--- src/rtl/pint_pkg.sv ---
package pint_pkg;

  localparam int LANE_W = 8;

  typedef enum logic [3:0] {
    A_MASK_SET = 4'd0,
    A_MASK_CLR = 4'd1,
    A_REQUEST  = 4'd2,
    A_ROUTE    = 4'd3,
    A_EDGE_SET = 4'd4,
    A_EDGE_CLR = 4'd5,
    A_INV_SET  = 4'd6,
    A_INV_CLR  = 4'd7
  } reg_addr_e;

  // set-alias update: ones in data turn bits on
  function automatic logic [31:0] w1s(input logic [31:0] cur, input logic [31:0] d);
    return cur | d;
  endfunction

  // clear-alias update: ones in data turn bits off
  function automatic logic [31:0] w1c(input logic [31:0] cur, input logic [31:0] d);
    return cur & ~d;
  endfunction

endpackage

--- src/rtl/pint_sync.sv ---
module pint_sync #(
  parameter int W = 64
) (
  input  logic         clk,
  input  logic         rst_n,
  input  logic [W-1:0] d,
  output logic [W-1:0] q
);
  logic [W-1:0] meta;

  always_ff @(posedge clk or negedge rst_n) begin
    if (!rst_n) begin
      meta <= '0;
      q    <= '0;
    end else begin
      meta <= d;
      q    <= meta;
    end
  end
endmodule

--- src/rtl/pint_router.sv ---
module pint_router #(
  parameter int NUM_PORTS = 4,
  parameter int PORT_W    = 16,
  parameter int CH        = 32
) (
  input  logic [NUM_PORTS*PORT_W-1:0] ports,
  input  logic [CH-1:0]               route,
  output logic [CH-1:0]               lanes
);
  import pint_pkg::*;

  localparam int LANES     = CH / LANE_W;
  localparam int PORT_BYTES = PORT_W / LANE_W;

  for (genvar l = 0; l < LANES; l++) begin : g_lane
    localparam int BYTE_IN_PORT = l % PORT_BYTES;
    logic [LANE_W-1:0] sel;
    logic [LANE_W-1:0] data;

    assign sel = route[l*LANE_W +: LANE_W];

    always_comb begin
      data = '0;
      for (int p = 0; p < NUM_PORTS; p++) begin
        if (sel == LANE_W'(p))
          data = ports[p*PORT_W + BYTE_IN_PORT*LANE_W +: LANE_W];
      end
    end

    assign lanes[l*LANE_W +: LANE_W] = data;
  end
endmodule

--- src/rtl/pint_detect.sv ---
module pint_detect #(
  parameter int CH = 32
) (
  input  logic          clk,
  input  logic          rst_n,
  input  logic [CH-1:0] lvl,
  input  logic [CH-1:0] inv,
  input  logic [CH-1:0] edge_mode,
  input  logic [CH-1:0] clr,
  output logic [CH-1:0] qual,
  output logic [CH-1:0] evt,
  output logic [CH-1:0] req
);
  logic [CH-1:0] qual_d;

  assign qual = lvl ^ inv;

  for (genvar c = 0; c < CH; c++) begin : g_ch
    assign evt[c] = edge_mode[c] ? (qual[c] & ~qual_d[c]) : qual[c];

    always_ff @(posedge clk or negedge rst_n) begin
      if (!rst_n) begin
        qual_d[c] <= 1'b0;
        req[c]    <= 1'b0;
      end else begin
        qual_d[c] <= qual[c];
        req[c]    <= (req[c] & ~clr[c]) | evt[c];
      end
    end
  end
endmodule

--- src/rtl/pint_top.sv ---
module pint_top #(
  parameter int NUM_PORTS = 4,
  parameter int PORT_W    = 16,
  parameter int CH        = 32
) (
  input  logic                        clk,
  input  logic                        rst_n,
  input  logic [NUM_PORTS*PORT_W-1:0] pins,
  input  logic                        bus_we,
  input  logic [3:0]                  bus_addr,
  input  logic [31:0]                 bus_wdata,
  output logic [31:0]                 bus_rdata,
  output logic                        irq_out
);
  import pint_pkg::*;

  localparam int PIN_W = NUM_PORTS * PORT_W;

  logic [CH-1:0]    mask_q, edge_q, inv_q, route_q;
  logic [PIN_W-1:0] pins_s;
  logic [CH-1:0]    lanes, qual, evt, req_q, req_clr;
  logic             wr_req;

  pint_sync #(.W(PIN_W)) u_sync (
    .clk(clk), .rst_n(rst_n), .d(pins), .q(pins_s)
  );

  pint_router #(.NUM_PORTS(NUM_PORTS), .PORT_W(PORT_W), .CH(CH)) u_route (
    .ports(pins_s), .route(route_q), .lanes(lanes)
  );

  assign wr_req  = bus_we && (bus_addr == A_REQUEST);
  assign req_clr = wr_req ? bus_wdata[CH-1:0] : '0;

  pint_detect #(.CH(CH)) u_det (
    .clk(clk), .rst_n(rst_n), .lvl(lanes), .inv(inv_q), .edge_mode(edge_q),
    .clr(req_clr), .qual(qual), .evt(evt), .req(req_q)
  );

  always_ff @(posedge clk or negedge rst_n) begin
    if (!rst_n) begin
      mask_q  <= '0;
      edge_q  <= '0;
      inv_q   <= '0;
      route_q <= '0;
    end else if (bus_we) begin
      case (bus_addr)
        A_MASK_SET: mask_q  <= w1s(mask_q, bus_wdata);
        A_MASK_CLR: mask_q  <= w1c(mask_q, bus_wdata);
        A_ROUTE:    route_q <= bus_wdata;
        A_EDGE_SET: edge_q  <= w1s(edge_q, bus_wdata);
        A_EDGE_CLR: edge_q  <= w1c(edge_q, bus_wdata);
        A_INV_SET:  inv_q   <= w1s(inv_q, bus_wdata);
        A_INV_CLR:  inv_q   <= w1c(inv_q, bus_wdata);
        default: ;
      endcase
    end
  end

  always_comb begin
    case (bus_addr)
      A_MASK_SET, A_MASK_CLR: bus_rdata = mask_q;
      A_REQUEST:              bus_rdata = req_q;
      A_ROUTE:                bus_rdata = route_q;
      A_EDGE_SET, A_EDGE_CLR: bus_rdata = edge_q;
      A_INV_SET, A_INV_CLR:   bus_rdata = inv_q;
      default:                bus_rdata = '0;
    endcase
  end

  assign irq_out = |(req_q & mask_q);
endmodule

--- config.mk ---
export PLATFORM = sky130hd
export DESIGN_NAME = pint_top
export DESIGN_NICKNAME = d
export VERILOG_FILES = /design/src/rtl/pint_pkg.sv /design/src/rtl/pint_sync.sv /design/src/rtl/pint_router.sv /design/src/rtl/pint_detect.sv /design/src/rtl/pint_top.sv
export SDC_FILE = /design/constraint.sdc
export NUM_CORES = 1
export LEC_CHECK = 0
export ABC_AREA = 1
export BUFFER_PORTS_ARGS = -buffer_cell sky130_fd_sc_hd__buf_2
export CORE_ASPECT_RATIO = 1.4
export CORE_MARGIN = 10
export CORE_UTILIZATION = 55
export CTS_BUF_LIST = sky130_fd_sc_hd__clkbuf_8
export CTS_CLUSTER_DIAMETER = 200
export CTS_CLUSTER_SIZE = 14
export DETAILED_ROUTE_END_ITERATION = 8
export PLACE_DENSITY = 0.75
export SYNTH_ARGS = -nofsm -noshare
export SYNTH_HDL_FRONTEND = slang
export SYNTH_HIERARCHICAL = 1
export SYNTH_SLANG_ARGS = --single-unit
--- constraint.sdc ---
create_clock -name clk -period 4.2 [get_ports clk]
set_clock_uncertainty 0.2 [all_clocks]
set_input_delay 0.21 -clock clk [delete_from_list [all_inputs] [get_ports clk]]
set_output_delay 0.21 -clock clk [all_outputs]
set_load 0.05 [all_outputs]
---- Yosys cells after proc, flatten, opt, wreduce, memory -nomap -nowiden ----
Index checks and enable logic that the tools add are counted.
cells by class
  add/sub/neg operators ................... 0
  mux-type cells .......................... 53
  equality and inequality tests ........... 19
  divide/modulo/power cells ............... 0
  shift operators ......................... 0
  $lt $le $gt $ge ......................... 0
  $mul .................................... 0
  bitwise gates (word level) .............. 169
  reductions and logical operators ........ 17
operators with widths
  operator                                                         count
  32-bit one-hot mux with 2 select lines                           3
  32-bit one-hot mux with 5 select lines                           1
  32-bit AND                                                       4
  8-bit 2-to-1 mux                                                 16
  32-bit OR                                                        3
  1-bit AND                                                        64
  8-bit by 2-bit == test with 1-bit output, second input constant  8
  1-bit NOT                                                        64
  8-bit by 1-bit == test with 1-bit output, second input constant  4
  8-bit zero test                                                  4
  1-bit 2-to-1 mux                                                 32
  32-bit 2-to-1 mux                                                1
  32-bit NOT                                                       1
  1-bit OR                                                         32
  32-bit OR reduction                                              1
  32-bit XOR                                                       1
  4-bit by 3-bit == test with 1-bit output, second input constant  4
  4-bit by 2-bit == test with 1-bit output, second input constant  2
  2-bit AND reduction                                              4
  2-bit nonzero test                                               3
  2-bit OR reduction                                               3
  4-bit by 1-bit == test with 1-bit output, second input constant  1
  4-bit zero test                                                  1
  1-bit logical AND                                                1
word-level totals
  latch bits .............................. 0
  register bits ........................... 320
  memories kept ........................... 0
  bits in read-only memories .............. 0
  output and inout bits ................... 33
  bits in writable memories ............... 0
  input bits .............................. 103

---- Depth between registers and ports, before layout ----
Gate-level depths: netlist of the first run.
  depth in word-level cells ............... 9
  depth in mapped cells ................... 10
  gate-level depth less buffers ........... 10

---- Modules after synthesis ----
Netlist of the first run, hierarchy kept.
by module, submodules not included
  module       cells an instance  area an instance (um^2)  times used  seq. area each (um^2)
  pint_top     1033               6995.5                   1           3203.1
  pint_detect  448                3323.2                   1           1601.5
  pint_sync    128                3203.1                   1           3203.1
  pint_router  243                1117.3                   1           0.0

---- Worst setup path after synthesis of the first run ----
OpenSTA, ideal clock, no wires.
  kind .................................... input port to output port
  start point ............................. in bus_addr[1]
  end point ............................... out bus_rdata[24]
  arrival ................................. 1.292 ns
  required time ........................... 3.790 ns
  stages .................................. 8
  slack ................................... 2.498 ns
  path through ............................ buf_4 nand2_1 nor2_4 buf_2 nand2_1 o21ai_0 inv_1 nand2_1
on the way
  longest elaborated chain between the ends .. 3
  elaborated cells on any way between the ends .. 12
  those cells by class .................... 7 x eq/ne; 1 x mux; 4 x reduce/logical
ends and longest elaborated chain
  item                                                              RTL line        text
  start, declared                                                   pint_top.sv:10  input logic [3:0] bus_addr,
  4-bit by 3-bit == test with 1-bit output (tied with other cells)  pint_top.sv:61  case (bus_addr)
  2-bit OR reduction                                                pint_top.sv:61
  32-bit one-hot mux with 5 select lines *                          pint_top.sv:61
  end, declared                                                     pint_top.sv:12  output logic [31:0] bus_rdata,
Every way passes the cells marked *; elsewhere a longest branch is shown, timed or not.

---- Worst setup path after layout of the first run ----
  start point ............................. in bus_addr[1]
  end point ............................... out bus_rdata[20]
Same word-level chain as after synthesis.

==> flow_summary.toml, run 1 <==
[synthesis]
avgSynthCellArea_um2 = 7.98
ys.warnings.count = 6
synthCells = 1820
syn_nets = 1923
synth.cell_area_mm2 = 0.0145

[place]
dp_cells = 2248
hpwl_mm = 26.9
gp_congestion = 0.899
io_buffers = 135

[die]
core_area_mm2 = 0.0261
start_util = 0.556
rows = 70
die_x_um = 157
pin_count = 136
fp.dieH_um = 212
die_area_mm2 = 0.0334

[sta]
setup_viol = 0
timing.final.crit_period_ns = 2.46
hold_viol_final = 0
slew_headroom = 0.309
maxSlewViolCount = 0
worst_pin_slew_ns = 1.03
final.period_utilization = 0.585
grt_setup_unrepaired = "no"
fmax_ghz = 0.407
setup-tns-final_ns = 0

[worst_setup_path]
cp.required_ns = 3.79
worstPathCellList = "buf_2 > nand2_1 > nor2_4 > nand2_1 > o21ai_0 > inv_1 > nand2_1 > buf_2"
cp.arrival_ns = 2.05
critPathMaxStageDelay_ns = 0.81
worst_path_most_repeated_cell = "nand2_1"
worst-path-buf-inv = 3
path_delay_family = "simple AND/OR/NAND/NOR gates"
crit_fanout = 33
path_class = "in -> out"
crit_path_end_kind = "primary output"
startpoint_type = "primary input"
crit_slowest_cell = "nor2_4"

[power_and_ir_drop]
p_seq_frac = 0.543
power.leakage_uw = 0.00887
p_sw_frac = 0.344
internal-power_uw = 4690
power_frac_comb = 0.240
peakVddDrop_mv = 0.300
power_density_mw_per_mm2 = 423
p_switching_uw = 2460
clkPwrFrac = 0.218

[global_routing]
grt_pass1_vias = 12826
grt_max_degree = 103
antenna_found_initial = 2
grt.total_usage = 0.249
grt_pass1_wl_mm = 65.9
gr-total-overflow = 0

[cells_and_area]
instances_no_fill = 2379
area_growth_pct = 16.5
nFillCells = 2217
nNetsFinal = 2154
final_layout_size_suffix_gt1_frac = 0.136

[routing]
ant_nets = 0
viasPerCell = 5.33
drcViolationCount = 0
post_drt_wl_per_cell_um = 17.4
drt_iter0_drc = 923
vias = 12689
wl_mm = 41.5
drtPass1Iterations = 5

[clock_tree]
worstSkewPairLatency_ns = 0.59
htree_levels = 1
cts.sinks = 320
cts_max_path_buffers = 3
root_buffer = "clkbuf_8"
numCtsBuffers = 26
cts_tree = "done"
clk_pin_slew_worst_paths_ns = 0.09
cts_setup_buffers = 0

[status]
outcome = "finished clean"

[run]
drv_cap = 0

[worst_hold_path]
min-delay-path-class = "in -> async"
==> stage by stage <==
step | hold WS, ns | util | setup slack (ns) | total power, uW | cell area [um2]
6_report | 0.0479 | 0.648 | 1.74 | 7160 | 16900
2_1_floorplan | -0.286 | - | 2.50 | 5010 | 14500
3_3_place_gp | 0.118 | 0.595 | 1.79 | 5490 | 15500
5_1_grt | 0.0508 | 0.648 | 1.59 | 7570 | 16900
3_5_place_dp | 0.112 | 0.595 | 1.78 | 5560 | 15500
4_1_cts | 0.0311 | 0.648 | 1.76 | 7160 | 16900
==> worst reg2reg max path, stage by stage, from the launching register on <==
cell	delay, ns
dfrtp_1	0.42
nor2_1	0.17
nand2_1	0.24
nor2_2	0.42
nand2_1	0.09
nand4_1	0.28
nand2_1	0.14
nand3_2	0.09
nand2_1	0.05
==> cell usage in the layout, fill, tap and decap left out, drive strengths merged <==
master and count:
inv 283, nor2 146, o21ai 160, nor3 1, diode 4, nand3 174
dfrtp 320, buf 155, clkbuf 28, dlygate4sd3 99, nand4 33, nand2 652
==> final timing paths <==
kind	end	slack (ns)	cells after the start	startpoint
min in group clk	flop	0.05	5	bus_addr[0]
worst max register to register	u_det/req[23]	2.00	8	route_q[23]
worst min register to register	u_sync/q[18]	0.15	0	u_sync/meta[18]
worst min-delay path	asynchronous set/reset pin	0.05	2	rst_n
max in group asynchronous	asynchronous set/reset pin	2.69	3	rst_n
worst max-delay path	bus_rdata[20]	1.74	8	bus_addr[1]
==> metal layers <==
layer	global-route usage	up-vias	wire length, um
li1	-	6035	-
met1	0.285	6009	15600
met2	0.445	520	21200
met3	0.0348	125	2660
met4	0.123	0	2010
met5	0	-	0
==> layout make-up <==
class | count | area (um2) | share of cell area
tap | 324 | 405 | 0.0240
antenna | 4 | 10.0 | 0.000592
timing repair buffer | 254 | 1850 | 0.109
multi-input combinational | 1166 | 5190 | 0.307
sequential | 320 | 8010 | 0.473
inverter | 283 | 1060 | 0.0629
clock buffer | 28 | 385 | 0.0228
==> power by group through the flow <==
stage	combinational [uW]	clock [uW]	sequential [uW]
6_report	1720	1560	3880
5_1_grt	1930	1700	3940
4_1_cts	1700	1580	3870
3_5_place_dp	1630	0	3940
3_3_place_gp	1570	0	3920
2_1_floorplan	1190	0	3820
==> what timing repair did <==
action                                 CTS  global route
endpoints found under the hold margin  321             0
hold buffers                            99             0
gates resized for setup                  0             0
Power figures use the tool's default switching activity.
==> run 2, diff against run 1 <==
- clock period: 4.2 -> 2.3 ns (I/O delays scaled with it)
==> run 2 against run 1 <==
Register-to-register slack worse by 1.8 ns. Critical path depth down 1. Count of clock-buffer cells in the layout down 1. Routed wire length up 5.6%. Combinational power up 93%. Largest cell class unchanged. Sequential power up 83%. Sequential cell count unchanged. Clock power up 83%. Power up 85%. Via count up 3.2%. Final cell count up 3.4%.
==> flow_summary.toml, run 2 (synthesis results as in run 1) <==
[routing]
ant_nets = 0
wl_mm = 43.8
drtPass1Iterations = 6
drt_iter0_drc = 1118
viasPerCell = 5.32
drcViolationCount = 0
dr_wl_met3_mm = 3.32
vias = 13098
met1_length_mm = 16.0
met2_length_mm = 21.9
highest_layer = "met4"
post_drt_wl_per_cell_um = 17.8

[global_routing]
antenna_found_initial = 4
gr-total-overflow = 0
grt_max_degree = 81
grt.total_usage = 0.262
grt_pass1_wl_mm = 69.2
grt_pass1_vias = 13057

[die]
die_area_mm2 = 0.0334
start_util = 0.556
fp.dieH_um = 212
die_x_um = 157
rows = 70
core_area_mm2 = 0.0261
pin_count = 136

[power_and_ir_drop]
p_switching_uw = 4590
p_sw_frac = 0.346
power_frac_comb = 0.250
peakVddDrop_mv = 0.436
p_seq_frac = 0.535
power.leakage_uw = 0.00926
clkPwrFrac = 0.215
power_density_mw_per_mm2 = 743
internal-power_uw = 8670

[worst_hold_path]
whs_endpoint = "u_det/req[1]"
hp-start = "bus_addr[3]"
min_path_cells = 7
min-delay-path-class = "in -> reg"

[worst_setup_path]
worst_path_most_repeated_cell = "nand2_1"
crit_fanout = 3
regToRegSetupSlack_ns = 0.21
worst-path-buf-inv = 1
cp.required_ns = 1.99
r2r_cells = 8
critPathMaxStageDelay_ns = 0.42
path_class = "reg -> out"
crit_slowest_cell = "dfrtp_1"
crit_path_end_kind = "primary output"
path_delay_family = "simple AND/OR/NAND/NOR gates"
startpoint_type = "flop"
r2r-end = "u_det/req[31]"
worstPathCellList = "nand2_1 > nand2_1 > nor2_2 > nand2_1 > nor2_1 > nand2_1 > buf_2"
cp.depth = 7
cp.arrival_ns = 1.86
r2r_start = "route_q[28]"

[sta]
grt_setup_unrepaired = "no"
timing.final.crit_period_ns = 2.17
slew_headroom = 0.644
final.period_utilization = 0.946
setup-tns-final_ns = 0
holdWs_ns = 0.0203
setup_viol = 0
worst_pin_slew_ns = 0.531
hold_viol_final = 0
maxSlewViolCount = 0
fmax_ghz = 0.460

[cells_and_area]
nNetsFinal = 2233
final_layout_size_suffix_gt1_frac = 0.136
mostFrequentLayoutCells = "nand2_1 (615), dfrtp_1 (320), inv_1 (272), dlygate4sd3_1 (168), nand3_1 (142)"
area_growth_pct = 22.9
final_common_cell = "nand2_1"
fin_util = 0.684

[status]
outcome = "finished clean"

[place]
hpwl_mm = 27.3
io_buffers = 135
gp_congestion = 0.948

[clock_tree]
cts_setup_buffers = 0
clk_pin_slew_worst_paths_ns = 0.10
root_buffer = "clkbuf_8"
htree_levels = 1
cts_max_path_buffers = 3
numCtsBuffers = 26
worstSkewPairLatency_ns = 0.60
cts.sinks = 320
cts_tree = "done"

[run]
drv_cap = 0
-- run 2: cell types whose count changed in the layout (fill, tap and decap cells not counted), sizes merged --
cell         previous run  this run
buf                   155       165
clkbuf                 28        27
diode                   4         6
dlygate4sd3            99       168
inv                   283       284
-- run 2: area by class of cell --
cell class	instances	area (um2)
fillers	2015	8260
flip-flops and latches	320	8010
multi-input cells	1166	5190
repair buffers	333	2780
inverters	283	1060
well taps	324	405
clock buffers	27	372
diodes	6	15.0
clock inverters	1	8.76
-- run 2: how the worst max path moves through the flow --
stage,endpoint,start
floorplan,u_det/req[16],route_q[23]
global placement,u_det/req[29],route_q[29]
detailed placement,u_det/req[31],route_q[26]
CTS,irq_out,u_det/req[2]
global route,irq_out,flop
finish,irq_out,flop
-- run 2: metal layers --
metal | vias to the layer above | GRT usage
met1 | 6137 | 0.300
met2 | 599 | 0.453
met5 | - | 0
met4 | 0 | 0.151
li1 | 6194 | -
met3 | 168 | 0.0447
-- run 2: repair_timing --
item	4_1_cts	5_1_grt
setup endpoints to repair	0	1
hold endpoints to repair	544	0
hold buffers	169	0
gates resized for setup	0	1
-- run 2: tightest hold or removal path: cells and delay by family --
kind / cells / cell delay (ns)
buffers and inverters: 2 / 0.15
AND/OR/NAND/NOR: 5 / 0.51
-- run 2: power groups by stage --
stage,Combinational (uW),Sequential [uW],Clock [uW]
final,3320,7100,2850
after global routing,3710,7200,3110
after CTS,3260,7080,2860
after detailed placement,3030,7190,0
after global placement,2920,7160,0
after floorplan,2170,6970,0
-- run 2: stage by stage --
step | instances | total power, uW | worst slack, ns | instance area [um2]
floorplan | 1820 | 9150 | 0.760 | 14500
global placement | 2257 | 10100 | 0.335 | 15700
detailed placement | 2257 | 10200 | 0.320 | 15700
CTS | 2454 | 13200 | 0.0553 | 17800
global route | 2459 | 14000 | 0.0136 | 17800
finish | 2460 | 13300 | 0.125 | 17800
==> run 3, diff against run 2 <==
- CORE_ASPECT_RATIO: 1.4 -> 1.5
==> run 3 against run 2 <==
Sequential cell count unchanged. Critical path depth increased by 3. First-iteration DRC count increased by 20%. Final cell count increased by 0.57%. Sequential share of layout area decreased by 0.11 points. Cell area increased by 0.24%. Clock power about the same. Non-clock buffer count increased by 11. Global-route usage increased by 0.48 points. Combinational power about the same. Sequential power about the same. Critical path type is now in -> out. Critical endpoint is now bus_rdata[21]. Largest cell class unchanged. Largest power group unchanged.
==> flow_summary.toml, run 3 (synthesis results as in run 1) <==
[die]
start_util = 0.560
die_area_mm2 = 0.0334
fp.dieH_um = 219
die_x_um = 153
rows = 72
pin_count = 136
core_area_mm2 = 0.0259

[routing]
vias = 13409
post_drt_wl_per_cell_um = 18.4
viasPerCell = 5.42
ant_nets = 0
drt_iter0_drc = 1346
drtPass1Iterations = 8
wl_mm = 45.6
drcViolationCount = 0

[power_and_ir_drop]
power_density_mw_per_mm2 = 745
peakVddDrop_mv = 0.542
total_power_uw = 13300
power.leakage_uw = 0.00928

[global_routing]
antenna_found_initial = 0
grt.total_usage = 0.267
use_met1 = 0.305
top_usage_layer = "met2"
gr-total-overflow = 0
grt_max_degree = 86
globalRouteMet2Util = 0.482
grt_pass1_vias = 13461
grt_pass1_wl_mm = 72.2
met3_usage = 0.0372

[clock_tree]
cts_tree = "done"
worstSkewPairLatency_ns = 0.60
root_buffer = "clkbuf_8"
clk_pin_slew_worst_paths_ns = 0.10
htree_levels = 1
cts_max_path_buffers = 3
cts_setup_buffers = 0
numCtsBuffers = 26
cts.sinks = 320

[cells_and_area]
area_growth_pct = 23.2
final_common_cell = "nand2_1"
ff_latch_area_mm2 = 0.00801
diodes = 0
design_area_mm2 = 0.0179
final_layout_size_suffix_gt1_frac = 0.140
multiInputGateArea_mm2 = 0.00520
mostFrequentLayoutCells = "nand2_1 (613), dfrtp_1 (320), inv_1 (272), dlygate4sd3_1 (171), nand3_1 (142)"
nFillCells = 2065
instances_no_fill = 2474
fin_util = 0.689
nNetsFinal = 2244

[status]
outcome = "finished clean"

[place]
io_buffers = 135
hpwl_mm = 28.5
gp_congestion = 0.913
pre_cts_slack_ns = 0.301
dp_cells = 2274
place_area_mm2 = 0.0157

[sta]
worst_pin_slew_ns = 0.533
fmax_ghz = 0.448
setup_viol = 0
timing.final.ws_setup_ns = 0.0676
final.period_utilization = 0.971
slew_headroom = 0.645
hold_viol_final = 0
maxSlewViolCount = 0
timing.final.crit_period_ns = 2.23

[worst_setup_path]
cp.required_ns = 1.99
cp.arrival_ns = 1.92
crit_path_end_kind = "primary output"
crit_fanout = 16
path_class = "in -> out"
startpoint_type = "primary input"

[run]
drv_cap = 0

[worst_hold_path]
min-delay-path-class = "in -> reg"
## run 3: cell count changes in the layout (fill, tap and decap cells not counted), moves of 2 or more
cell,change
buf_4,+17
buf_2,-15
clkbuf_4,+11
buf_12,-8
diode_2,-6
buf_6,+3
dlygate4sd3_1,+3
nand2_1,-2
nand2_2,+2
## run 3: report_power, final
| group | internal (uW) | leakage [uW] | total, uW | switching, uW |
|---|---|---|---|---|
| Combinational | 1180 | 0.00536 | 3340 | 2160 |
| Clock | 1080 | 0.000201 | 2880 | 1800 |
| Sequential | 6450 | 0.00372 | 7100 | 648 |
| Total | 8710 | 0.00928 | 13300 | 4610 |
## run 3: repair_timing
| item | in CTS | in global routing |
|---|---|---|
| hold endpoints to repair | 544 | 0 |
| hold buffers | 171 | 0 |
| endpoints found under the setup margin | 0 | 24 |
| resized for setup | 0 | 25 |
## run 3: stage by stage
stage | hold slack, ns | setup TNS [ns]
after floorplan | -0.381 | 0
after global placement | -0.114 | 0
after detailed placement | -0.116 | 0
after CTS | 0.0464 | 0
after global routing | 0.0947 | -0.0236
final | 0.0940 | 0
## run 3: path summary, 6_finish.rpt
path                                start              end  slack (ns)  cells after the start
max                           bus_addr[0]    bus_rdata[21]        0.07                     10
min in group asynchronous           rst_n     u_sync/q[19]        0.38                      3
max in group asynchronous           rst_n  u_sync/meta[57]        0.69                      4
max reg2reg                    route_q[5]     u_det/req[6]        0.28                      9
min                           bus_addr[1]             flop        0.09                      4
min reg2reg                u_sync/meta[2]      u_sync/q[2]        0.15                      0
## run 3: worst max-delay path, stage by stage
cell and delay, ns:
dlygate4sd3_1 0.53, buf_2 0.15, nand2_1 0.11, nor2_4 0.20, clkbuf_16 0.24, nand2_1 0.06
o21ai_0 0.07, inv_1 0.05, nand2_1 0.09, buf_2 0.27
## run 3: routing by layer
metal	part of all wire	up-vias
li1	-	6209
met1	0.36	6366
met2	0.51	676
met3	0.074	158
met4	0.050	0
met5	0	-
## run 3: cell type report
| cell class | instances | area share |
|---|---|---|
| inverter | 283 | 0.0595 |
| multi-input combinational | 1166 | 0.291 |
| sequential | 320 | 0.448 |
| clock buffer | 28 | 0.0215 |
| timing repair buffer | 344 | 0.157 |
| tap | 333 | 0.0233 |
